==> src/rtl/irqw_pkg.sv <==
package irqw_pkg;
  localparam int unsigned REG_W    = 8;
  localparam int unsigned NUM_PWM  = 3;
  localparam int unsigned BIT_TMR  = 0;
  localparam int unsigned BIT_PORT = 1;
  localparam int unsigned BIT_EXT  = 2;
  localparam int unsigned BIT_ADC  = 3;
  localparam int unsigned BIT_PWM0 = 4;
  localparam int unsigned BIT_CMP  = 7;
  localparam int unsigned NUM_WK   = 3;
  localparam int unsigned WK_LSB   = 1;
  localparam int unsigned WK_PORT  = 0;
  localparam int unsigned WK_CMP   = 1;
  localparam int unsigned WK_ADC   = 2;

  typedef enum logic [1:0] {
    SEL_STAT = 2'd0,
    SEL_MASK = 2'd1,
    SEL_WAKE = 2'd2,
    SEL_NONE = 2'd3
  } reg_sel_e;
endpackage

==> src/rtl/irqw_sync.sv <==
module irqw_sync #(
  parameter int unsigned W      = 10,
  parameter int unsigned STAGES = 2
) (
  input  logic         clk,
  input  logic         rst_n,
  input  logic [W-1:0] async_i,
  output logic [W-1:0] cur_o,
  output logic [W-1:0] prev_o
);
  logic [STAGES-1:0][W-1:0] stage_q;
  logic [W-1:0]             prev_q;

  for (genvar g = 0; g < STAGES; g++) begin : g_stage
    if (g == 0) begin : g_first
      always_ff @(posedge clk or negedge rst_n) begin
        if (!rst_n) stage_q[g] <= '0;
        else        stage_q[g] <= async_i;
      end
    end else begin : g_rest
      always_ff @(posedge clk or negedge rst_n) begin
        if (!rst_n) stage_q[g] <= '0;
        else        stage_q[g] <= stage_q[g-1];
      end
    end
  end

  always_ff @(posedge clk or negedge rst_n) begin
    if (!rst_n) prev_q <= '0;
    else        prev_q <= stage_q[STAGES-1];
  end

  assign cur_o  = stage_q[STAGES-1];
  assign prev_o = prev_q;
endmodule

==> src/rtl/irqw_flags.sv <==
module irqw_flags #(
  parameter int unsigned W = 8
) (
  input  logic         clk,
  input  logic         rst_n,
  input  logic [W-1:0] set_i,
  input  logic         clr_we_i,
  input  logic [W-1:0] keep_i,
  output logic [W-1:0] flags_o
);
  logic [W-1:0] flags_q;
  logic [W-1:0] flags_d;

  // hardware set is ORed in last so it wins over a same-cycle clear
  always_comb begin
    flags_d = flags_q;
    if (clr_we_i) flags_d = flags_d & keep_i;
    flags_d = flags_d | set_i;
  end

  always_ff @(posedge clk or negedge rst_n) begin
    if (!rst_n) flags_q <= '0;
    else        flags_q <= flags_d;
  end

  assign flags_o = flags_q;
endmodule

==> src/rtl/irqw_regs.sv <==
module irqw_regs
  import irqw_pkg::*;
(
  input  logic              clk,
  input  logic              rst_n,
  input  logic [REG_W-1:0]  wdata_i,
  input  logic              mask_we_i,
  input  logic              wake_we_i,
  input  logic              gie_set_i,
  input  logic              gie_clr_i,
  output logic [REG_W-1:0]  mask_o,
  output logic [NUM_WK-1:0] wake_en_o,
  output logic              gie_o
);
  logic [REG_W-1:0]  mask_q,  mask_d;
  logic [NUM_WK-1:0] wken_q,  wken_d;
  logic              gie_q,   gie_d;

  always_comb begin
    mask_d = mask_q;
    wken_d = wken_q;
    gie_d  = gie_q;
    if (mask_we_i) mask_d = wdata_i;
    if (wake_we_i) wken_d = wdata_i[WK_LSB +: NUM_WK];
    if (gie_set_i) gie_d = 1'b1;
    if (gie_clr_i) gie_d = 1'b0;
  end

  always_ff @(posedge clk or negedge rst_n) begin
    if (!rst_n) begin
      mask_q <= '0;
      wken_q <= '0;
      gie_q  <= 1'b0;
    end else begin
      mask_q <= mask_d;
      wken_q <= wken_d;
      gie_q  <= gie_d;
    end
  end

  assign mask_o    = mask_q;
  assign wake_en_o = wken_q;
  assign gie_o     = gie_q;
endmodule

==> src/rtl/irq_wake_ctrl.sv <==
module irq_wake_ctrl
  import irqw_pkg::*;
#(
  parameter int unsigned PORT_W      = 8,
  parameter int unsigned SYNC_STAGES = 2,
  parameter int unsigned ADDR_W      = 2
) (
  input  logic                clk,
  input  logic                rst_n,
  input  logic                sleep_i,
  input  logic                tmr_ovf_i,
  input  logic                ext_pin_i,
  input  logic [PORT_W-1:0]   port_i,
  input  logic                adc_done_i,
  input  logic [NUM_PWM-1:0]  pwm_match_i,
  input  logic                cmp_i,
  input  logic [ADDR_W-1:0]   bus_addr_i,
  input  logic                bus_wr_i,
  input  logic [REG_W-1:0]    bus_wdata_i,
  output logic [REG_W-1:0]    bus_rdata_o,
  input  logic                gie_set_i,
  input  logic                gie_clr_i,
  output logic                irq_o,
  output logic                wake_o
);
  localparam int unsigned SYNC_W = PORT_W + 2;
  localparam int unsigned IDX_EXT = PORT_W;
  localparam int unsigned IDX_CMP = PORT_W + 1;

  logic [SYNC_W-1:0]  sync_cur, sync_prev;
  logic               ext_fall, port_chg, cmp_chg;
  logic [REG_W-1:0]   set_vec;
  logic [REG_W-1:0]   flags_q, mask_q;
  logic [NUM_WK-1:0]  wake_en;
  logic               gie_q;
  logic               sel_stat, sel_mask, sel_wake;
  logic               wake_d, wake_q;

  irqw_sync #(.W(SYNC_W), .STAGES(SYNC_STAGES)) u_sync (
    .clk     (clk),
    .rst_n   (rst_n),
    .async_i ({cmp_i, ext_pin_i, port_i}),
    .cur_o   (sync_cur),
    .prev_o  (sync_prev)
  );

  always_comb begin
    ext_fall = sync_prev[IDX_EXT] & ~sync_cur[IDX_EXT];
    port_chg = |(sync_prev[PORT_W-1:0] ^ sync_cur[PORT_W-1:0]);
    cmp_chg  = sync_prev[IDX_CMP] ^ sync_cur[IDX_CMP];
  end

  always_comb begin
    set_vec                        = '0;
    set_vec[BIT_TMR]               = tmr_ovf_i;
    set_vec[BIT_PORT]              = port_chg;
    set_vec[BIT_EXT]               = ext_fall;
    set_vec[BIT_ADC]               = adc_done_i;
    set_vec[BIT_PWM0 +: NUM_PWM]   = pwm_match_i;
    set_vec[BIT_CMP]               = cmp_chg;
  end

  always_comb begin
    sel_stat = (bus_addr_i == ADDR_W'(SEL_STAT));
    sel_mask = (bus_addr_i == ADDR_W'(SEL_MASK));
    sel_wake = (bus_addr_i == ADDR_W'(SEL_WAKE));
  end

  irqw_flags #(.W(REG_W)) u_flags (
    .clk      (clk),
    .rst_n    (rst_n),
    .set_i    (set_vec),
    .clr_we_i (bus_wr_i & sel_stat),
    .keep_i   (bus_wdata_i),
    .flags_o  (flags_q)
  );

  irqw_regs u_regs (
    .clk       (clk),
    .rst_n     (rst_n),
    .wdata_i   (bus_wdata_i),
    .mask_we_i (bus_wr_i & sel_mask),
    .wake_we_i (bus_wr_i & sel_wake),
    .gie_set_i (gie_set_i),
    .gie_clr_i (gie_clr_i),
    .mask_o    (mask_q),
    .wake_en_o (wake_en),
    .gie_o     (gie_q)
  );

  // wake-up pulse, registered at the edge that also sets the flag
  always_comb begin
    wake_d = sleep_i & ((wake_en[WK_PORT] & port_chg) |
                        (wake_en[WK_CMP]  & cmp_chg)  |
                        (wake_en[WK_ADC]  & adc_done_i));
  end

  always_ff @(posedge clk or negedge rst_n) begin
    if (!rst_n) wake_q <= 1'b0;
    else        wake_q <= wake_d;
  end

  always_comb begin
    bus_rdata_o = '0;
    if (sel_stat) bus_rdata_o = flags_q & mask_q;
    if (sel_mask) bus_rdata_o = mask_q;
    if (sel_wake) bus_rdata_o[WK_LSB +: NUM_WK] = wake_en;
  end

  assign irq_o  = gie_q & |(flags_q & mask_q);
  assign wake_o = wake_q;
endmodule

==> config.mk <==
export PLATFORM = sky130hd
export DESIGN_NAME = irq_wake_ctrl
export DESIGN_NICKNAME = d
export VERILOG_FILES = /design/src/rtl/irqw_pkg.sv /design/src/rtl/irqw_sync.sv /design/src/rtl/irqw_flags.sv /design/src/rtl/irqw_regs.sv /design/src/rtl/irq_wake_ctrl.sv
export SDC_FILE = /design/constraint.sdc
export NUM_CORES = 1
export LEC_CHECK = 0
export CAP_MARGIN = 10
export CORE_MARGIN = 2
export CORE_UTILIZATION = 45
export DETAILED_ROUTE_END_ITERATION = 8
export PLACE_DENSITY = 0.79
export SLEW_MARGIN = 20
export SYNTH_ARGS = -nofsm -noshare
export SYNTH_HDL_FRONTEND = slang
export SYNTH_SLANG_ARGS = --single-unit
==> constraint.sdc <==
create_clock -name clk -period 1.5 [get_ports clk]
set_input_delay 0.3 -clock clk [delete_from_list [all_inputs] [get_ports clk]]
set_output_delay 0.3 -clock clk [all_outputs]
set_load 0.03 [all_outputs]
# After elaboration in Yosys (flattened, before gate mapping)
# Cells that the tools add are included.
# word_totals
wordCells,37
regBits,51
input_bits,31
out_inout_bits,10
# op_classes
mux,6
bitwise,17
reduce_logical,4
n_eq_ne,2
# ops
op,count
8-bit 2-to-1 mux,3
8-bit AND,2
8-bit OR reduction,2
1-bit AND,9
8-bit bitwise OR,1
8-bit XOR,1
3-bit 2-to-1 mux,1
2-bit by 1-bit == test with 1-bit output (second input constant),1
2-bit == test (second input constant),1
2-bit zero test,1
1-bit 2-to-1 mux,2
1-bit bitwise OR,2
2-bit nonzero test,1
1-bit NOT,1
1-bit XOR,1

# Depth between registers and ports, before layout
# Gate-level depths: netlist of the first run.
# depth
word_depth,6
mapped_depth,4
mapped_depth_nobuf,4

# Modules after synthesis
# From an unflattened synthesis of the first run, not the netlist that was laid out.
# hier_totals
hier_cells,137
hier_area_um2,1949.4
# by_module_without_submodules
module,cells_each,instances,seq_area_each_um2,area_per_inst_um2
irqw_sync,40,1,750.7,825.8
irqw_regs,25,1,300.3,475.5
irq_wake_ctrl,48,1,25.0,337.8
irqw_flags,24,1,200.2,310.3

# Least setup slack after synthesis of the first run
# OpenSTA, ideal clock, no wires.
# synth_path
kind,input -> output
startpoint,input port bus_addr_i[0]
endpoint,output port bus_rdata_o[6]
stages,3
slack_ns,-0.097
arrival_ns,1.297
n_path_buf,1
required_ns,1.200
path_cell_list,buf_2 nor2_1 nor3b_1
# synth_via
elab_chain_len,3
elab_cells_between_ends,4
classes_between,eq/ne: 1; mux: 2; reduce/logical: 1
# synth_rtl
element,line,rtl
from (decl),irq_wake_ctrl.sv:17,"input logic [ADDR_W-1:0] bus_addr_i,"
2-bit zero test,irq_wake_ctrl.sv:64,sel_stat = (bus_addr_i == ADDR_W'(SEL_STAT));
8-bit 2-to-1 mux,irq_wake_ctrl.sv:105,if (sel_stat) bus_rdata_o = flags_q & mask_q;
8-bit 2-to-1 mux *,irq_wake_ctrl.sv:106,if (sel_mask) bus_rdata_o = mask_q;
to (decl),irq_wake_ctrl.sv:20,"output logic [REG_W-1:0] bus_rdata_o,"
# Mark *: on every way between the ends. The rest lies on a longest branch, timed or not.

# Worst setup path after layout of the first run
# layout_path
startpoint,"register u_regs.mask_q[2], in the netlist u_regs.mask_o[2]"
endpoint,output port irq_o
# layout_via
elab_chain_len,3
# layout_rtl
element,line,rtl
from (decl),irqw_regs.sv:15,"logic [REG_W-1:0] mask_q, mask_d;"
from (signal assigned),irqw_regs.sv:35,mask_q <= mask_d;
8-bit AND,irq_wake_ctrl.sv:110,assign irq_o = gie_q & |(flags_q & mask_q);
8-bit OR reduction,irq_wake_ctrl.sv:110,
1-bit AND,irq_wake_ctrl.sv:110,
to (decl),irq_wake_ctrl.sv:23,"output logic irq_o,"
# No other way between the ends.

==> implementation parameters, run 1 <==
Parameter                              Value

Power and ir drop
  Switching component of the power ... 0.762 mW
  Comb power frac ... 17.9%
  Leakage power ... 1.12 nW
  Switching portion of total power ... 25.0%
  Maximum vdd drop ... 817 µV
  Seq pwr share ... 51.6%
  Pwr/cell area ... 1170 nW/µm²
  Internal cell power ... 2.28 mW
  Clock share of power ... 30.5%

Finish
  Ant diodes ... 0
  Area taken by multi-input logic gates ... 609 µm²
  Area taken by flip-flops and latches ... 1280 µm²
  Number of fillers in the final layout ... 289
  Core utilization of the finished layout ... 65.7%
  Layout Area Growth over Synthesis ... 40.8%
  Final instance count without filler cells ... 242
  Fraction of layout cells with a size suffix above 1 ... 35.9%
  Final Net Count ... 222

Floorplan
  Std cell rows ... 23
  Initial core utilization ... 46.7%
  Horizontal die dimension ... 68.2 µm
  Top Ports ... 41
  Die ar. ... 4650 µm²
  Placeable core region ... 3970 µm²
  Die span in y ... 68.2 µm

Route
  Iteration-0 DRC count of the detailed router ... 47
  DR vias ... 1,191
  DRC violation count after routing ... 0
  Remaining antenna violation count ... 0
  Routed vias/inst ... 4.92
  Final routed wirelength across all metal layers ... 3670 µm
  Average wire per cell in the routed design ... 15.1 µm
  Detailed-routing iteration count for the pre-antenna-repair pass ... 4

Logic synthesis
  Xor/xnor share of the synthesized area ... 4.25%
  Basic-gate share of the synthesized area counting and, or, nand and nor cells ... 10.1%
  Synth cell count leaders ... dfrtp_1, mux2_2, nor2_1, o21ai_2, xnor2_1
  Number of cells produced by synthesis ... 129
  Yosys Warn Count ... 0
  Yosys cell types ... 22
  Commonest register cell after synthesis ... dfrtp_1
  Synthesized net count ... 160
  Sequential fraction of the synthesis area ... 68.8%
  Post-Synthesis Cell Area ... 1850 µm²
  Mean post-synth cell area ... 14.4 µm²
  Top cell type's share of synthesized area ... 68.8%
  Dominant combinational cell family by area after synthesis ... simple AND/OR/NAND/NOR gates
  #FFs+latches synth ... 51
  Fraction of synthesis flops using an asynchronous set or reset pin ... 100%
  Number of flops mapped to enable cells by yosys ... 0
  Cell types with the largest area share after synthesis ... dfrtp_1, mux2_2, o21ai_2, xnor2_1, nand2b_1
  Share of cell area taken by muxes after synthesis ... 6.68%
  Most common cell in the synthesized netlist ... dfrtp_1
  Adder and majority gate portion of the synthesized area ... 0%
  Leading area contributor after synthesis ... dfrtp_1
  Compound-gate portion of the synthesized area ... 8.50%

Global route
  Via count of the first global-routing pass ... 1,257
  GRT overflow ... 0
  Antenna violations before repair ... 0
  Largest net degree at the start of global routing ... 28
  Global-route wire length before repair ... 5860 µm
  Global Route Usage Sum ... 18.1%

Status
  Run status ... finished with violations
  Violated checks ... setup timing

Timing
  Final setup fails ... 2
  Final Max Tran Viols ... 0
  Transition time at the pin with the least slew margin ... 0.560 ns
  Final Worst Setup Slack ... -0.0785 ns
  Number of hold violations in the final report ... 0
  Period minus WS final ... 1.58 ns
  Final Cycle Share ... 105%
  Slew margin rel. ... 62.6%
  Worst clock skew on the final layout ... 0.00885 ns
  Maximum operating frequency ... 0.634 GHz
  Setup_tns ... -0.0786 ns
  Setup repair after global routing missed its margin ... yes

Setup path
  Worst setup SP type ... flip-flop
  Start-to-end type of the worst setup path ... flip-flop to output pin
  Endpoint required time on the critical path ... 1.20 ns
  Arrival @ worst endpoint ... 1.28 ns
  Type of destination of the critical path ... output pin
  CP max FO ... 3

Clocking
  Clk Latency, worst-skew pair ... 0.30 ns
  H-tree levels ... 2
  CTS Root Cell ... clkbuf_8
  Number of clock sinks ... 51
  TritonCTS clock tree ... done
  Clock transition at the registers of the reported paths ... 0.09 ns
  CTS Buf Count ... 5
  Max clock buf depth ... 2

Run
  Max cap viols ... 0

Placed design
  Buffers added on ports ... 40
  Estimated wirelength of the detail-placed design ... 2660 µm
  Number of placed cells counting well taps ... 225
  Final weighted congestion in routability-driven placement ... 0.731

Worst hold path
  Hold Crit Class ... flip-flop to flip-flop
==> kinds of logic after synthesis <==
family,count (synthesis)
AO/OA/AOI/OAI,22
XOR/XNOR,9
buffers and inverters,5
flip-flops,51
multiplexers,11
AND/OR/NAND/NOR,31
==> layout make-up <==
cell class / count / share of cell area [%]
Sequential cell: 51 / 48.9
Multi-Input combinational cell: 73 / 23.3
Timing Repair Buffer: 58 / 20.8
Clock buffer: 5 / 2.64
Tap cell: 50 / 2.40
Clock inverter: 3 / 1.68
Inverter: 2 / 0.288
==> registers in the layout, indices dropped and copies added, names as in the netlist <==
| register | flops |
|---|---|
| u_regs.mask_o | 8 |
| u_sync.cur_o | 10 |
| u_regs.gie_o | 1 |
| u_flags.flags_o | 8 |
| u_sync.prev_o | 10 |
| u_sync.stage_q | 10 |
| wake_o | 1 |
| u_regs.wake_en_o | 3 |
==> final timing paths <==
path	startpoint	end	slack (ns)	depth (start not counted)
max in group asynchronous	rst_n	u_sync.prev_o[8]$_DFF_PN0_	0.42	3
max reg2reg	u_sync.cur_o[4]$_DFF_PN0_	wake_o$_DFF_PN0_	0.40	4
min in group asynchronous	rst_n	u_sync.prev_o[3]$_DFF_PN0_	0.53	2
min	u_sync.stage_q[6]$_DFF_PN0_	u_sync.cur_o[6]$_DFF_PN0_	0.35	0
min reg2reg	u_sync.stage_q[6]$_DFF_PN0_	u_sync.cur_o[6]$_DFF_PN0_	0.35	0
max	u_regs.mask_o[2]$_DFFE_PN0P_	irq_o	-0.08	3
==> metal layers <==
layer / part of all wire (%) / global-route usage (%) / wire length [µm] / vias up
li1: - / - / - / 562
met2: 54 / 32.9 / 1990 / 38
met1: 39 / 19.8 / 1420 / 584
met3: 5.3 / 5.43 / 193 / 7
met5: 0 / 0 / 0 / -
met4: 1.7 / 6.75 / 61 / 0
==> per-stage QoR <==
stage	instance area, µm²	setup slack [ns]	power (mW)	hold WS (ns)
final	2610	-0.0785	3.04	0.352
after global routing	2610	-0.122	3.20	0.361
after CTS	2530	-0.0630	3.01	0.354
after detailed placement	2370	-0.204	2.07	0.318
after global placement	2370	-0.169	2.04	0.290
after floorplan	1880	0.152	1.82	0.00441
==> critical path: stages, from the launching register on <==
cell,delay [ns]
dfrtp_1,0.43
a22oi_2,0.24
a41oi_2,0.15
buf_6,0.16
==> power by group through the flow <==
stage | Combinational, mW | Clock, mW | Sequential, mW
2_1_floorplan | 0.247 | 0 | 1.57
3_3_place_gp | 0.460 | 0 | 1.58
3_5_place_dp | 0.478 | 0 | 1.59
4_1_cts | 0.490 | 0.956 | 1.57
5_1_grt | 0.587 | 1.03 | 1.58
6_report | 0.545 | 0.930 | 1.57
==> layout by cell type, fill, tap and decap left out, drive strengths merged <==
master | synthesis | routed
dlygate4sd3 | 0 | 1
dlygate4sd2 | 0 | 3
nand2 | 7 | 7
nor3b | 5 | 5
nor2b | 1 | 1
mux2 | 11 | 11
clkdlybuf4s50 | 0 | 27
nand2b | 6 | 6
xor2 | 1 | 1
or3b | 1 | 1
a22oi | 4 | 4
buf | 3 | 27
o21ai | 16 | 16
a22o | 1 | 1
xnor2 | 8 | 8
nand3b | 1 | 1
clkbuf | 0 | 5
bufinv | 0 | 1
clkinv | 0 | 2
a41oi | 1 | 1
nor2 | 8 | 8
inv | 2 | 2
dfrtp | 51 | 51
nand4 | 2 | 2
==> what timing repair did <==
action	CTS	global route
endpoints found under the hold margin	24	0
resized for setup	6	14
gates cloned	0	0
buffers inserted	4	4
setup endpoints to repair	10	5
pin swaps	1	2
hold buffers	1	0
No activity file was read; power rests on OpenSTA's default activity.
==> run 2, diff against run 1 <==
--- a/config.mk
+++ b/config.mk
@@ -6,7 +6,8 @@
 export NUM_CORES = 1
 export LEC_CHECK = 0
 export CAP_MARGIN = 10
-export CORE_MARGIN = 2
+export CORE_ASPECT_RATIO = 0.6
+export CORE_MARGIN = 10
 export CORE_UTILIZATION = 45
 export DETAILED_ROUTE_END_ITERATION = 8
 export PLACE_DENSITY = 0.79
==> run 2 against run 1 <==
- the run still ends with setup timing left
- maximum frequency fell by 1.3%
- non-clock buffer count did not move
- hold slack improved by 0.0011 ns
- clock skew fell by 0.0062 ns
- first-iteration DRC count fell by 19%
- utilization rose by 1.9 points
- flip-flop and latch count did not move
- via count rose by 0.67%
- sequential share of layout area rose by 0.69 points
==> implementation parameters, run 2 (synthesis gave the netlist of run 1 again) <==
Parameter                              Value

Global route
  Global Route Usage Sum ... 11.8%
  Via count of the first global-routing pass ... 1,317
  GRT overflow ... 0
  Antenna violations before repair ... 0
  Largest net degree at the start of global routing ... 52
  Global-route wire length before repair ... 6630 µm

Floorplan
  Die ar. ... 7170 µm²
  Top Ports ... 41
  Horizontal die dimension ... 103 µm
  Placeable core region ... 3810 µm²
  Die span in y ... 69.7 µm
  Initial core utilization ... 48.7%
  Std cell rows ... 17

Finish
  Core utilization of the finished layout ... 67.6%
  Leading cell type in the layout, fill and taps excluded ... dfrtp_1
  Ant diodes ... 0
  Number of fillers in the final layout ... 260
  Fraction of layout cells with a size suffix above 1 ... 35.9%
  Most used cells in the layout excluding fill and tap cells ... dfrtp_1, clkdlybuf4s50_1, buf_4, mux2_2, o21ai_2
  Layout Area Growth over Synthesis ... 38.8%
  Final Net Count ... 222

Clocking
  CTS Root Cell ... clkbuf_8
  Max clock buf depth ... 2
  Clock transition at the registers of the reported paths ... 0.08 ns
  Clk Latency, worst-skew pair ... 0.29 ns
  Number of clock sinks ... 51
  CTS Buf Count ... 5
  H-tree levels ... 2
  TritonCTS clock tree ... done

Placed design
  Buffers added on ports ... 40
  Estimated wirelength of the detail-placed design ... 2980 µm
  Final weighted congestion in routability-driven placement ... 0.818

Route
  Final routed wirelength across all metal layers ... 4090 µm
  Iteration-0 DRC count of the detailed router ... 38
  Routed vias/inst ... 5.02
  Average wire per cell in the routed design ... 17.1 µm
  Detailed-routing iteration count for the pre-antenna-repair pass ... 4
  Remaining antenna violation count ... 0
  DR vias ... 1,199
  DRC violation count after routing ... 0

Setup path
  Type of destination of the critical path ... output pin
  CP max FO ... 3
  Start-to-end type of the worst setup path ... flip-flop to output pin
  Endpoint required time on the critical path ... 1.20 ns
  Worst setup SP type ... flip-flop
  Arrival @ worst endpoint ... 1.30 ns

Timing
  Slew margin rel. ... 79.9%
  Final Worst Setup Slack ... -0.0994 ns
  Setup repair after global routing missed its margin ... yes
  Number of hold violations in the final report ... 0
  Period minus WS final ... 1.60 ns
  Worst clock skew on the final layout ... 0.00268 ns
  Maximum operating frequency ... 0.625 GHz
  Final Cycle Share ... 107%
  Final Max Tran Viols ... 0
  Transition time at the pin with the least slew margin ... 0.303 ns
  Final setup fails ... 2

Power and ir drop
  Switching component of the power ... 0.739 mW
  Power consumption ... 2.83 mW
  Seq pwr share ... 55.5%
  Internal cell power ... 2.09 mW
  Maximum vdd drop ... 702 µV
  Leakage power ... 1.10 nW
  Pwr/cell area ... 1100 nW/µm²
  Comb power frac ... 18.5%
  Switching portion of total power ... 26.1%
  Clock share of power ... 26.0%

Run
  Max cap viols ... 0

Status
  Run status ... finished with violations
  Violated checks ... setup timing

Worst hold path
  Hold Crit Class ... flip-flop to flip-flop
run 2: changes by cell type in the layout (fill, tap and decap cells not counted), sizes merged:
cell	delta
clkinv	-1
bufinv	-1
clkbuf	+2
clkdlybuf4s15	+1
dlygate4sd2	-1
run 2: final timing paths:
check	startpoint	end	slack [ns]	cells past startpoint
max reg2reg	u_sync.cur_o[3]$_DFF_PN0_	wake_o$_DFF_PN0_	0.42	4
max in group asynchronous	rst_n	u_sync.stage_q[1]$_DFF_PN0_	0.77	3
max	u_regs.mask_o[3]$_DFFE_PN0P_	irq_o	-0.1	3
min reg2reg	u_sync.stage_q[6]$_DFF_PN0_	u_sync.cur_o[6]$_DFF_PN0_	0.35	0
min in group asynchronous	rst_n	u_sync.prev_o[1]$_DFF_PN0_	0.51	3
min	u_sync.stage_q[6]$_DFF_PN0_	u_sync.cur_o[6]$_DFF_PN0_	0.35	0
run 2: layout make-up:
cell class,count,area (µm²),area share (%)
Clock buffer,7,76.3,2.97
Clock inverter,1,5.00,0.194
Inverter,2,7.51,0.292
Multi-Input combinational cell,73,614,23.9
Sequential cell,51,1280,49.6
Tap cell,47,58.8,2.28
Timing Repair Buffer,58,536,20.8
run 2: power groups by stage:
stage          combinational [mW]  sequential [mW]  clock (mW)
6_report                    0.525             1.57       0.736
5_1_grt                     0.560             1.59       0.828
4_1_cts                     0.499             1.57       0.756
3_5_place_dp                0.478             1.59           0
3_3_place_gp                0.466             1.58           0
2_1_floorplan               0.247             1.57           0
run 2: repair_timing:
action,CTS,global route
resized for setup,12,9
setup buffers,4,5
hold buffers,1,0
setup endpoints to repair,10,7
pin swaps,3,4
hold endpoints to repair,51,0
run 2: critical path, stage by stage, from the launching register on:
cell	delay, ns
dfrtp_1	0.41
a22oi_2	0.27
a41oi_2	0.16
buf_6	0.17
run 2: stage by stage:
| stage | cell area (µm²) | hold WS (ns) | TNS [ns] | instances | worst slack [ns] |
|---|---|---|---|---|---|
| 2_1_floorplan | 1880 | 0.00441 | 0 | 129 | 0.152 |
| 3_3_place_gp | 2360 | 0.302 | -3.61 | 221 | -0.177 |
| 3_5_place_dp | 2360 | 0.306 | -4.70 | 221 | -0.220 |
| 4_1_cts | 2510 | 0.354 | -0.0738 | 234 | -0.0684 |
| 5_1_grt | 2570 | 0.363 | -0.266 | 239 | -0.116 |
| 6_report | 2570 | 0.353 | -0.122 | 239 | -0.0994 |
run 2: layer usage:
metal	up-vias	routed length, µm	GRT usage (%)	part of all wire, %
met1	600	1640	13.6	40
met5	-	0	0	0
li1	564	-	-	-
met3	9	223	4.37	5.5
met4	0	78	4.72	1.9
met2	26	2150	19.3	53
